--- src/rtl/mg_pkg.sv ---
package mg_pkg;
  localparam int NREG     = 8;
  localparam int IDX_W    = $clog2(NREG);
  localparam int AW       = 32;
  localparam int SZ_W     = 6;
  localparam int ATTR_W   = 8;
  localparam int MIN_LOG2 = 5;

  typedef enum logic [1:0] {
    PERM_NONE     = 2'd0,
    PERM_PRIV     = 2'd1,
    PERM_PRIV_URO = 2'd2,
    PERM_FULL     = 2'd3
  } perm_e;

  typedef struct packed {
    logic              en;
    logic [AW-1:0]     base;
    logic [SZ_W-1:0]   size;
    perm_e             perm;
    logic              xn;
    logic [ATTR_W-1:0] attr;
  } region_t;
endpackage

--- src/rtl/mg_region_file.sv ---
module mg_region_file
  import mg_pkg::*;
(
  input  logic                 clk,
  input  logic                 rst_n,
  input  logic                 cfg_we,
  input  logic [IDX_W-1:0]     cfg_idx,
  input  region_t              cfg_wdata,
  input  logic                 glb_we,
  input  logic                 glb_en,
  output region_t [NREG-1:0]   rg_q,
  output logic                 glb_q
);
  for (genvar i = 0; i < NREG; i++) begin : g_reg
    always_ff @(posedge clk or negedge rst_n) begin
      if (!rst_n)
        rg_q[i] <= '0;
      else if (cfg_we && cfg_idx == IDX_W'(i))
        rg_q[i] <= cfg_wdata;
    end
  end

  always_ff @(posedge clk or negedge rst_n) begin
    if (!rst_n)      glb_q <= 1'b0;
    else if (glb_we) glb_q <= glb_en;
  end
endmodule

--- src/rtl/mg_region_match.sv ---
module mg_region_match
  import mg_pkg::*;
(
  input  region_t        rg,
  input  logic [AW-1:0]  addr,
  output logic           hit
);
  logic [SZ_W-1:0] eff_size;
  logic [AW:0]     low_ones;
  logic [AW-1:0]   keep_mask;

  always_comb begin
    if (rg.size < SZ_W'(MIN_LOG2))  eff_size = SZ_W'(MIN_LOG2);
    else if (rg.size > SZ_W'(AW))   eff_size = SZ_W'(AW);
    else                            eff_size = rg.size;
    low_ones  = ({{AW{1'b0}}, 1'b1} << eff_size) - 1'b1;
    keep_mask = ~low_ones[AW-1:0];
    hit       = rg.en && (((addr ^ rg.base) & keep_mask) == '0);
  end
endmodule

--- src/rtl/mg_pick.sv ---
module mg_pick
  import mg_pkg::*;
(
  input  logic [NREG-1:0]  hits,
  output logic             any,
  output logic [IDX_W-1:0] idx
);
  always_comb begin
    any = |hits;
    idx = '0;
    for (int i = 0; i < NREG; i++)
      if (hits[i]) idx = IDX_W'(i);
  end
endmodule

--- src/rtl/mg_perm_check.sv ---
module mg_perm_check
  import mg_pkg::*;
(
  input  perm_e perm,
  input  logic  xn,
  input  logic  priv,
  input  logic  write,
  input  logic  fetch,
  output logic  fault
);
  logic perm_bad;
  always_comb begin
    unique case (perm)
      PERM_NONE:     perm_bad = 1'b1;
      PERM_PRIV:     perm_bad = !priv;
      PERM_PRIV_URO: perm_bad = !priv && write;
      default:       perm_bad = 1'b0;
    endcase
    fault = perm_bad || (fetch && xn);
  end
endmodule

--- src/rtl/mem_guard.sv ---
module mem_guard
  import mg_pkg::*;
#(
  parameter logic [ATTR_W-1:0] DEF_ATTR = '0
) (
  input  logic              clk,
  input  logic              rst_n,
  input  logic              cfg_we,
  input  logic [IDX_W-1:0]  cfg_idx,
  input  logic              cfg_en,
  input  logic [AW-1:0]     cfg_base,
  input  logic [SZ_W-1:0]   cfg_size,
  input  logic [1:0]        cfg_perm,
  input  logic              cfg_xn,
  input  logic [ATTR_W-1:0] cfg_attr,
  input  logic              glb_we,
  input  logic              glb_en,
  input  logic [AW-1:0]     acc_addr,
  input  logic              acc_write,
  input  logic              acc_fetch,
  input  logic              acc_priv,
  output logic              acc_fault,
  output logic              acc_hit,
  output logic [IDX_W-1:0]  acc_region,
  output logic [ATTR_W-1:0] acc_attr
);
  region_t              cfg_wdata;
  region_t [NREG-1:0]   rg_q;
  logic                 glb_q;
  logic [NREG-1:0]      hits;
  logic                 any_hit;
  logic [IDX_W-1:0]     win_idx;
  region_t              win_rg;
  logic                 perm_fault;

  always_comb begin
    cfg_wdata.en   = cfg_en;
    cfg_wdata.base = cfg_base;
    cfg_wdata.size = cfg_size;
    cfg_wdata.perm = perm_e'(cfg_perm);
    cfg_wdata.xn   = cfg_xn;
    cfg_wdata.attr = cfg_attr;
  end

  mg_region_file u_file (
    .clk(clk), .rst_n(rst_n), .cfg_we(cfg_we), .cfg_idx(cfg_idx),
    .cfg_wdata(cfg_wdata), .glb_we(glb_we), .glb_en(glb_en),
    .rg_q(rg_q), .glb_q(glb_q)
  );

  for (genvar i = 0; i < NREG; i++) begin : g_match
    mg_region_match u_match (.rg(rg_q[i]), .addr(acc_addr), .hit(hits[i]));
  end

  mg_pick u_pick (.hits(hits), .any(any_hit), .idx(win_idx));

  assign win_rg = rg_q[win_idx];

  mg_perm_check u_perm (
    .perm(win_rg.perm), .xn(win_rg.xn), .priv(acc_priv),
    .write(acc_write), .fetch(acc_fetch), .fault(perm_fault)
  );

  always_comb begin
    acc_fault  = 1'b0;
    acc_hit    = 1'b0;
    acc_region = '0;
    acc_attr   = DEF_ATTR;
    if (glb_q) begin
      if (any_hit) begin
        acc_fault  = perm_fault;
        acc_hit    = 1'b1;
        acc_region = win_idx;
        acc_attr   = win_rg.attr;
      end else begin
        acc_fault  = !acc_priv;
      end
    end
  end
endmodule

--- config.mk ---
export PLATFORM = sky130hd
export DESIGN_NAME = mem_guard
export DESIGN_NICKNAME = d
export VERILOG_FILES = /design/src/rtl/mg_pkg.sv /design/src/rtl/mg_region_file.sv /design/src/rtl/mg_region_match.sv /design/src/rtl/mg_pick.sv /design/src/rtl/mg_perm_check.sv /design/src/rtl/mem_guard.sv
export SDC_FILE = /design/constraint.sdc
export NUM_CORES = 1
export LEC_CHECK = 0
export BUFFER_PORTS_ARGS = -buffer_cell sky130_fd_sc_hd__buf_2
export CORE_ASPECT_RATIO = 0.75
export CORE_UTILIZATION = 50
export DETAILED_ROUTE_END_ITERATION = 6
export PLACE_DENSITY = 0.66
export SYNTH_ARGS = -nofsm -noshare
export SYNTH_HDL_FRONTEND = slang
export SYNTH_SLANG_ARGS = --single-unit
--- constraint.sdc ---
create_clock -name clk -period 5.33 [get_ports clk]
set_input_delay 0.7995 -clock clk [delete_from_list [all_inputs] [get_ports clk]]
set_output_delay 0.7995 -clock clk [all_outputs]
set_load 0.02 [all_outputs]
### Word level (Yosys, flattened, before mapping)

Index checks and enable logic that the tools add are counted.

| storage, ports and cells | value |
|---|---|
| flip-flop bits (word level) | 401 |
| input port bits | 93 |

| cells by class | value |
|---|---|
| add/subtract/negate cells | 8 |
| magnitude comparators | 17 |
| equality and inequality tests | 9 |
| shift operators | 8 |
| multiplexer cells | 34 |
| bitwise operators | 24 |
| reduce and logical (&&, ||, !) cells | 31 |

Operator list:

| kind | count |
|---|---|
| 32-bit bitwise AND | 8 |
| 32-bit logical NOT | 8 |
| 32-bit NOT | 8 |
| 1-bit by 6-bit left shift with 32-bit output (first input constant) | 8 |
| 32-bit by 1-bit subtractor with 32-bit output (second input constant) | 8 |
| 32-bit XOR | 8 |
| 50-bit binary-select mux with 3-bit select | 1 |
| 6-bit two-way mux | 16 |
| 6-bit greater-than comparator (second input constant) | 8 |
| 6-bit by 3-bit < comparator with 1-bit output (second input constant) | 8 |
| 1-bit logical AND | 18 |
| 3-bit two-way mux | 6 |
| 8-bit two-way mux | 2 |
| 3-bit == test (second input constant) | 4 |
| 11-bit two-way mux | 1 |
| 8-bit OR reduction | 1 |
| 3-bit by 2-bit == test with 1-bit output (second input constant) | 2 |
| 1-bit two-way mux | 5 |
| 3-bit by 4-bit < comparator with 1-bit output (second input constant) | 1 |
| 2-bit two-way mux | 2 |
| 3-bit by 1-bit == test with 1-bit output (second input constant) | 1 |
| 3-bit logical NOT | 1 |
| 1-bit case mux with 3 select lines | 1 |
| 2-bit by 1-bit == test with 1-bit output (second input constant) | 1 |
| 4 further kinds | 4 |

### Depth between registers and ports, before layout

| logic depth | value |
|---|---|
| depth after elaboration | 23 |
| depth in mapped cells | 16 |

### Hierarchy

A second synthesis with hierarchy kept.

| second synthesis, totals | value |
|---|---|
| cells, all modules | 2,084 |
| area total of the unflattened synthesis | 23,558.8 sq um |

By module, submodules not included:

| module | times used | cells each | area an instance (sq um) |
|---|---|---|---|
| mg_region_file | 1 | 857 | 15,043.2 |
| mg_region_match (g_match[4].u_match ...) | 4 | 143 | 983.4 |
| mg_region_match (g_match[0].u_match ...) | 4 | 138 | 920.9 |
| mem_guard | 1 | 87 | 808.3 |
| mg_pick | 1 | 12 | 66.3 |
| mg_perm_check | 1 | 4 | 23.8 |

### Worst setup path after synthesis

No wires, ideal clock.

| timing | value |
|---|---|
| path type | input to output |
| from | in acc_addr[21] |
| to | out acc_fault |
| arrival time | 4.059 ns |
| required time | 4.530 ns |
| path slack | 0.471 ns |
| stages on the path | 13 |
| cells stage by stage | clkbuf_1 > xnor2_1 > a211oi_1 > or4_1 > a2111oi_0 > o211ai_1 > o211a_4 > o211ai_4 > nand2_4 > mux2_4 > o211a_1 > or3_1 > a41oi_2 |

| between the ends | value |
|---|---|
| word-level cells in the longest chain between the ends | 18 |
| elaborated cells between the ends (all ways) | 50 |
| those cells by class | eq/ne (2); mux (12); bitwise (16); reduce/logical (20) |

Ends and longest elaborated chain:

| element | line | RTL |
|---|---|---|
| start, declared | mem_guard.sv:18 | `input logic [AW-1:0] acc_addr,` |
| 32-bit XOR | mg_region_match.sv:18 | `hit = rg.en && (((addr ^ rg.base) & keep_mask) == '0);` |
| 32-bit bitwise AND | mg_region_match.sv:18 |  |
| 32-bit logical NOT | mg_region_match.sv:18 |  |
| 1-bit logical AND | mg_region_match.sv:18 |  |
| 1-bit two-way mux | mg_pick.sv:12 | `if (hits[i]) idx = IDX_W'(i);` |
| 2-bit two-way mux (2 in a row) | mg_pick.sv:12 |  |
| 3-bit two-way mux (4 in a row) | mg_pick.sv:12 |  |
| 50-bit binary-select mux with 3-bit select | mem_guard.sv:57 | `assign win_rg = rg_q[win_idx];` |
| 11-bit two-way mux (not written as such) | mem_guard.sv:57 |  |
| 2-bit == test (tied with other cells) | mg_perm_check.sv:13 | `unique case (perm)` |
| 1-bit case mux with 3 select lines | mg_perm_check.sv:13 |  |
| 1-bit logical OR | mg_perm_check.sv:19 | `fault = perm_bad \|\| (fetch && xn);` |
| 1-bit two-way mux (*) | mem_guard.sv:70 | `if (any_hit) begin` |
| 1-bit two-way mux (*) | mem_guard.sv:69 | `if (glb_q) begin` |
| end, declared | mem_guard.sv:22 | `output logic acc_fault,` |

Every way passes the cells marked *; elsewhere a longest branch is shown, timed or not. The select of a mux whose other input is x is not followed.

### Final worst setup path

| timing | value |
|---|---|
| from | reg, netlist name u_file.rg_q[115] |
| to | out acc_fault |

| between the ends | value |
|---|---|
| word-level cells in the longest chain between the ends | 22 |
| elaborated cells between the ends (all ways) | 27 |
| those cells by class | add/sub (1); order compare (2); eq/ne (2); shift (1); mux (13); bitwise (2); reduce/logical (6) |

Ends and longest elaborated chain:

| element | line | RTL |
|---|---|---|
| 6-bit greater-than comparator | mg_region_match.sv:14 | `else if (rg.size > SZ_W'(AW)) eff_size = SZ_W'(AW);` |
| 6-bit two-way mux | mg_region_match.sv:14 |  |
| 6-bit two-way mux (*) | mg_region_match.sv:13 | `if (rg.size < SZ_W'(MIN_LOG2)) eff_size = SZ_W'(MIN_LOG2);` |
| 1-bit by 6-bit left shift with 32-bit output (*) | mg_region_match.sv:16 | `low_ones = ({{AW{1'b0}}, 1'b1} << eff_size) - 1'b1;` |
| 32-bit by 1-bit subtractor with 32-bit output (*) | mg_region_match.sv:16 |  |
| 32-bit NOT (*) | mg_region_match.sv:17 | `keep_mask = ~low_ones[AW-1:0];` |
| 32-bit bitwise AND (*) | mg_region_match.sv:18 |  |
| 32-bit logical NOT (*) | mg_region_match.sv:18 |  |
| (+3 left out) | n/a |  |
| 3-bit two-way mux (4 in a row) | mg_pick.sv:12 |  |
| 50-bit binary-select mux with 3-bit select | mem_guard.sv:57 |  |
| 11-bit two-way mux (not written as such) | mem_guard.sv:57 |  |
| 2-bit == test (tied with other cells) | mg_perm_check.sv:13 |  |
| 1-bit case mux with 3 select lines | mg_perm_check.sv:13 |  |
| 1-bit logical OR | mg_perm_check.sv:19 |  |
| 1-bit two-way mux (*) | mem_guard.sv:70 |  |
| 1-bit two-way mux (*) | mem_guard.sv:69 |  |

Marked as above.

==> results by group <==
Run status
  – Outcome: finished, final reports clean

Yosys
  – Most common flop cell mapped by yosys: dfrtp_1
  – Seq/Total Area, Yosys: 43.1%
  – #FFs+latches synth: 385
  – Post-Syn Area per Cell: 10.9 um2
  – Post-synth EDFFs: 0
  – Top-area cell type share of the netlist area: 43.1%
  – Yosys warns: 0
  – Synth cell types: 90
  – Async S/R FF share, synth: 100%
  – Synth area leader: dfrtp_1
  – Top cells by area, synth: dfrtp_1 43%, mux2_2 19%, xor2_1 5.3%
  – Mapped Cells: 2,054
  – Post-Syn Area: ~22,000 um2

Final layout
  – Layout cells sized above 1: 33.2%
  – Fillers: 3,778
  – Reg area: just under 10,000 um2
  – N_diodes: 0
  – Final net count: 2,252
  – Fin util: roughly 58%
  – Area delta synth->final: 13.4%
  – Layout Cells excl Fill: approximately 2,800
  – Area of the multi-input gates: 12,100 um2
  – Final Cell Area: between 20,000 and 30,000 um2

Die
  – Initial core utilization: 51.1%
  – Die Wd: 246 um
  – IO Pins: 106
  – Core region area: 43,700 um2
  – Chip height: about 190 um
  – Row count: 66
  – Die Footprint: 45,500 um2

STA
  – Final setup viols: 0
  – Final Worst Setup Slack: 0.0694 ns
  – Setup TNS: 0 ns
  – Final min period: 5.26 ns
  – Hold Vio Cnt, Final: 0
  – Final Skew: 0 ns
  – Rel. slew slack: 41.1%
  – Fin crit share: 98.7%
  – FMAX: approximately 0.19 GHz
  – Final Max Slew Viols: 0
  – Slew of the pin with the lowest slew margin: 0.879 ns
  – Final hold slack: ~0.29 ns

Run
  – Max Cap Viol: 0

Place
  – Post-placement worst setup slack: 0.160 ns
  – Post-DP HPWL: 51,700 um
  – Cell area after placement: 23,800 um2
  – Port Buffers: 101
  – GPL Wtd Cong: 0.990
  – Placed instance count: 2,680

Routing
  – Initial DRT Pass Iterations: 6
  – Initial DRC count: slightly below 2,000
  – Vias: 17,700
  – Post-DR wirelength/cell: 28.0 um
  – DRC violations left: 0
  – Final ANT Viol Nets: 0
  – Drt via density: 6.44
  – WL final: ~77,000 um

Clock tree
  – Root buffer cell: clkbuf_16
  – Deepest clock path buffer count: 3
  – Num CTS Buffers: 41
  – CTS tree: done
  – TritonCTS Sinks: 385
  – Later-pin clock latency in the skew report: approximately 0.56 ns
  – Clock transition at path regs: ~0.060 ns
  – H-tree depth: 2

Power
  – Power, Total: 10.0 mW
  – Leak: approximately 11 nW
  – Int Pwr: 6.69 mW
  – Sw Ratio: 33.3%
  – IR drop worst, VDD: 0.336 mV
  – Clock share of power: 29.9%
  – P per Cell Area: 396 nW/um2
  – Sequential power share: a little over two fifths
  – P_sw: 3.34 mW
  – Comb power frac: between 20% and 30%

Critical path
  – Req. time, crit path: between 4 and 5 ns
  – Worst-path cell chain: nor2_1 > a32o_1 > or4_1 > a2111oi_1 > o211ai_1 > o211a_4 > o211ai_4 > a21boi_0 > or3b_1 > o211a_1 > or3_1 > a41oi_2 > buf_2
  – Element type at the critical path end: output port
  – Crit path DAT: 4.46 ns
  – Flop-to-flop setup slack: ~4 ns
  – Slowest CP cell: dfrtp_1
  – Max incr delay on CP: between 0.4 and 0.5 ns
  – Cell family with most CP delay: compound AO/OA/AOI/OAI gates
  – WS Path Type: reg -> out
  – CP max FO: 7
  – Startpoint Class: flop
  – Crit path buf inv count: 1

Global routing
  – Antenna violations before repair: 3
  – Largest net degree at the start of global routing: around 110
  – Total GRT Usage: 34.3%
  – Number of global-route vias before repair: 17,100
  – First-pass GRT wire length: 114,000 um
  – GR Overflow Total: 0

Hold path
  – Worst min path class: in -> async
## registers in the layout, summed over array words and instances, names as in the netlist
register / flops
u_file.rg_q: 384
u_file.glb_q: 1
## placed cells by master, fill, tap and decap left out, types with 11 or more instances in the layout
cell type,Yosys,layout
and3_1,11,11
nand2_1,94,93
xnor2_1,110,110
buf_4,1,100
nand4_1,26,26
mux2i_1,16,16
xor2_1,135,135
inv_1,23,23
mux4_2,16,16
or2_2,13,13
dfrtp_2,0,17
nand3_1,39,39
a21o_1,14,14
a21oi_1,86,86
dfrtp_1,385,368
mux2_2,377,377
nor3_1,35,33
nor2_1,75,74
nor4_1,11,11
o211ai_1,15,15
a211oi_1,12,12
a31oi_1,19,19
conb_1,1,16
nand2b_1,13,13
clkbuf_16,0,43
o21ai_0,107,105
buf_2,8,101
a221oi_1,12,12
## worst reg2reg max path: stages, from the launching register on
cell	delay (ns)
dfrtp_1	0.69
inv_1	0.29
o21ai_0	0.21
## logic make-up (layout without fill, tap and decap cells)
logic type / after synthesis / in the layout / share of synthesized area, %
fa+ha+maj: 8 / 8 / 0.448
compound gates: 422 / 422 / 12.9
other cells: 1 / 16 / 0.0168
flops: 385 / 385 / 43.1
xor+xnor: 245 / 245 / 9.60
buf+inv: 193 / 304 / 3.37
simple gates: 390 / 390 / 9.17
mux: 410 / 410 / 21.4
## metal layers
| layer | GRT usage (%) | part of all wire (%) | routed length [um] |
|---|---|---|---|
| met5 | 0 | 0 | 0 |
| met4 | 11.9 | 3.7 | 2890 |
| met3 | 8.20 | 10 | 7770 |
| met2 | 48.8 | 42 | 32400 |
| met1 | 50.6 | 44 | 34100 |
## synthesized netlist by cell type (all sizes together), types with 9 or more instances
master,n
nor2,76
buf,33
a22oi,10
or2,16
a221oi,12
xnor2,110
nand2,95
and3,11
a21o,14
nand4,26
mux2i,16
a211o,10
nand2b,13
a211oi,12
a21oi,86
o311ai,9
nor3,35
xor2,135
mux4,16
inv,23
or3,11
clkbuf,136
a31oi,19
mux2,378
dfrtp,385
nor4,12
o21ai,108
a2111oi,12
and2,9
nand3,39
o41ai,11
o211ai,16
## timing repair
action                     CTS  global route
buffers inserted             0             6
setup endpoints to repair    1             9
hold buffers                 0             0
gates resized for setup      3            32
pin swaps                    0             2
## final cells by class
type | count | area share, %
repair buffers | 208 | 5.49
clock inverters | 10 | 0.538
flip-flops and latches | 385 | 38.1
clock buffers | 62 | 4.92
well taps | 578 | 2.85
inverters | 24 | 0.370
multi-input cells | 1491 | 47.7
## final timing paths
check                                   endpoint  cells past startpoint        startpoint
min in group clk                    u_file.glb_q                      2            glb_en
max in group asynchronous       u_file.rg_q[113]                      2             rst_n
worst min register to register  u_file.rg_q[353]                      1  u_file.rg_q[353]
worst min-delay path            u_file.rg_q[211]                      1             rst_n
worst max register to register   u_file.rg_q[14]                      2   u_file.rg_q[14]
worst max-delay path                   acc_fault                     13  u_file.rg_q[115]
## power by group through the flow
stage | clock network [mW] | registers (mW) | logic (mW)
global route | 3.15 | 4.30 | 3.05
detailed placement | 0 | 4.23 | 2.70
global placement | 0 | 4.20 | 2.66
finish | 3.00 | 4.20 | 2.83
CTS | 3.03 | 4.18 | 2.72
floorplan | 0 | 3.92 | 2.11
Note: power is estimated with default switching activity, not from simulation.
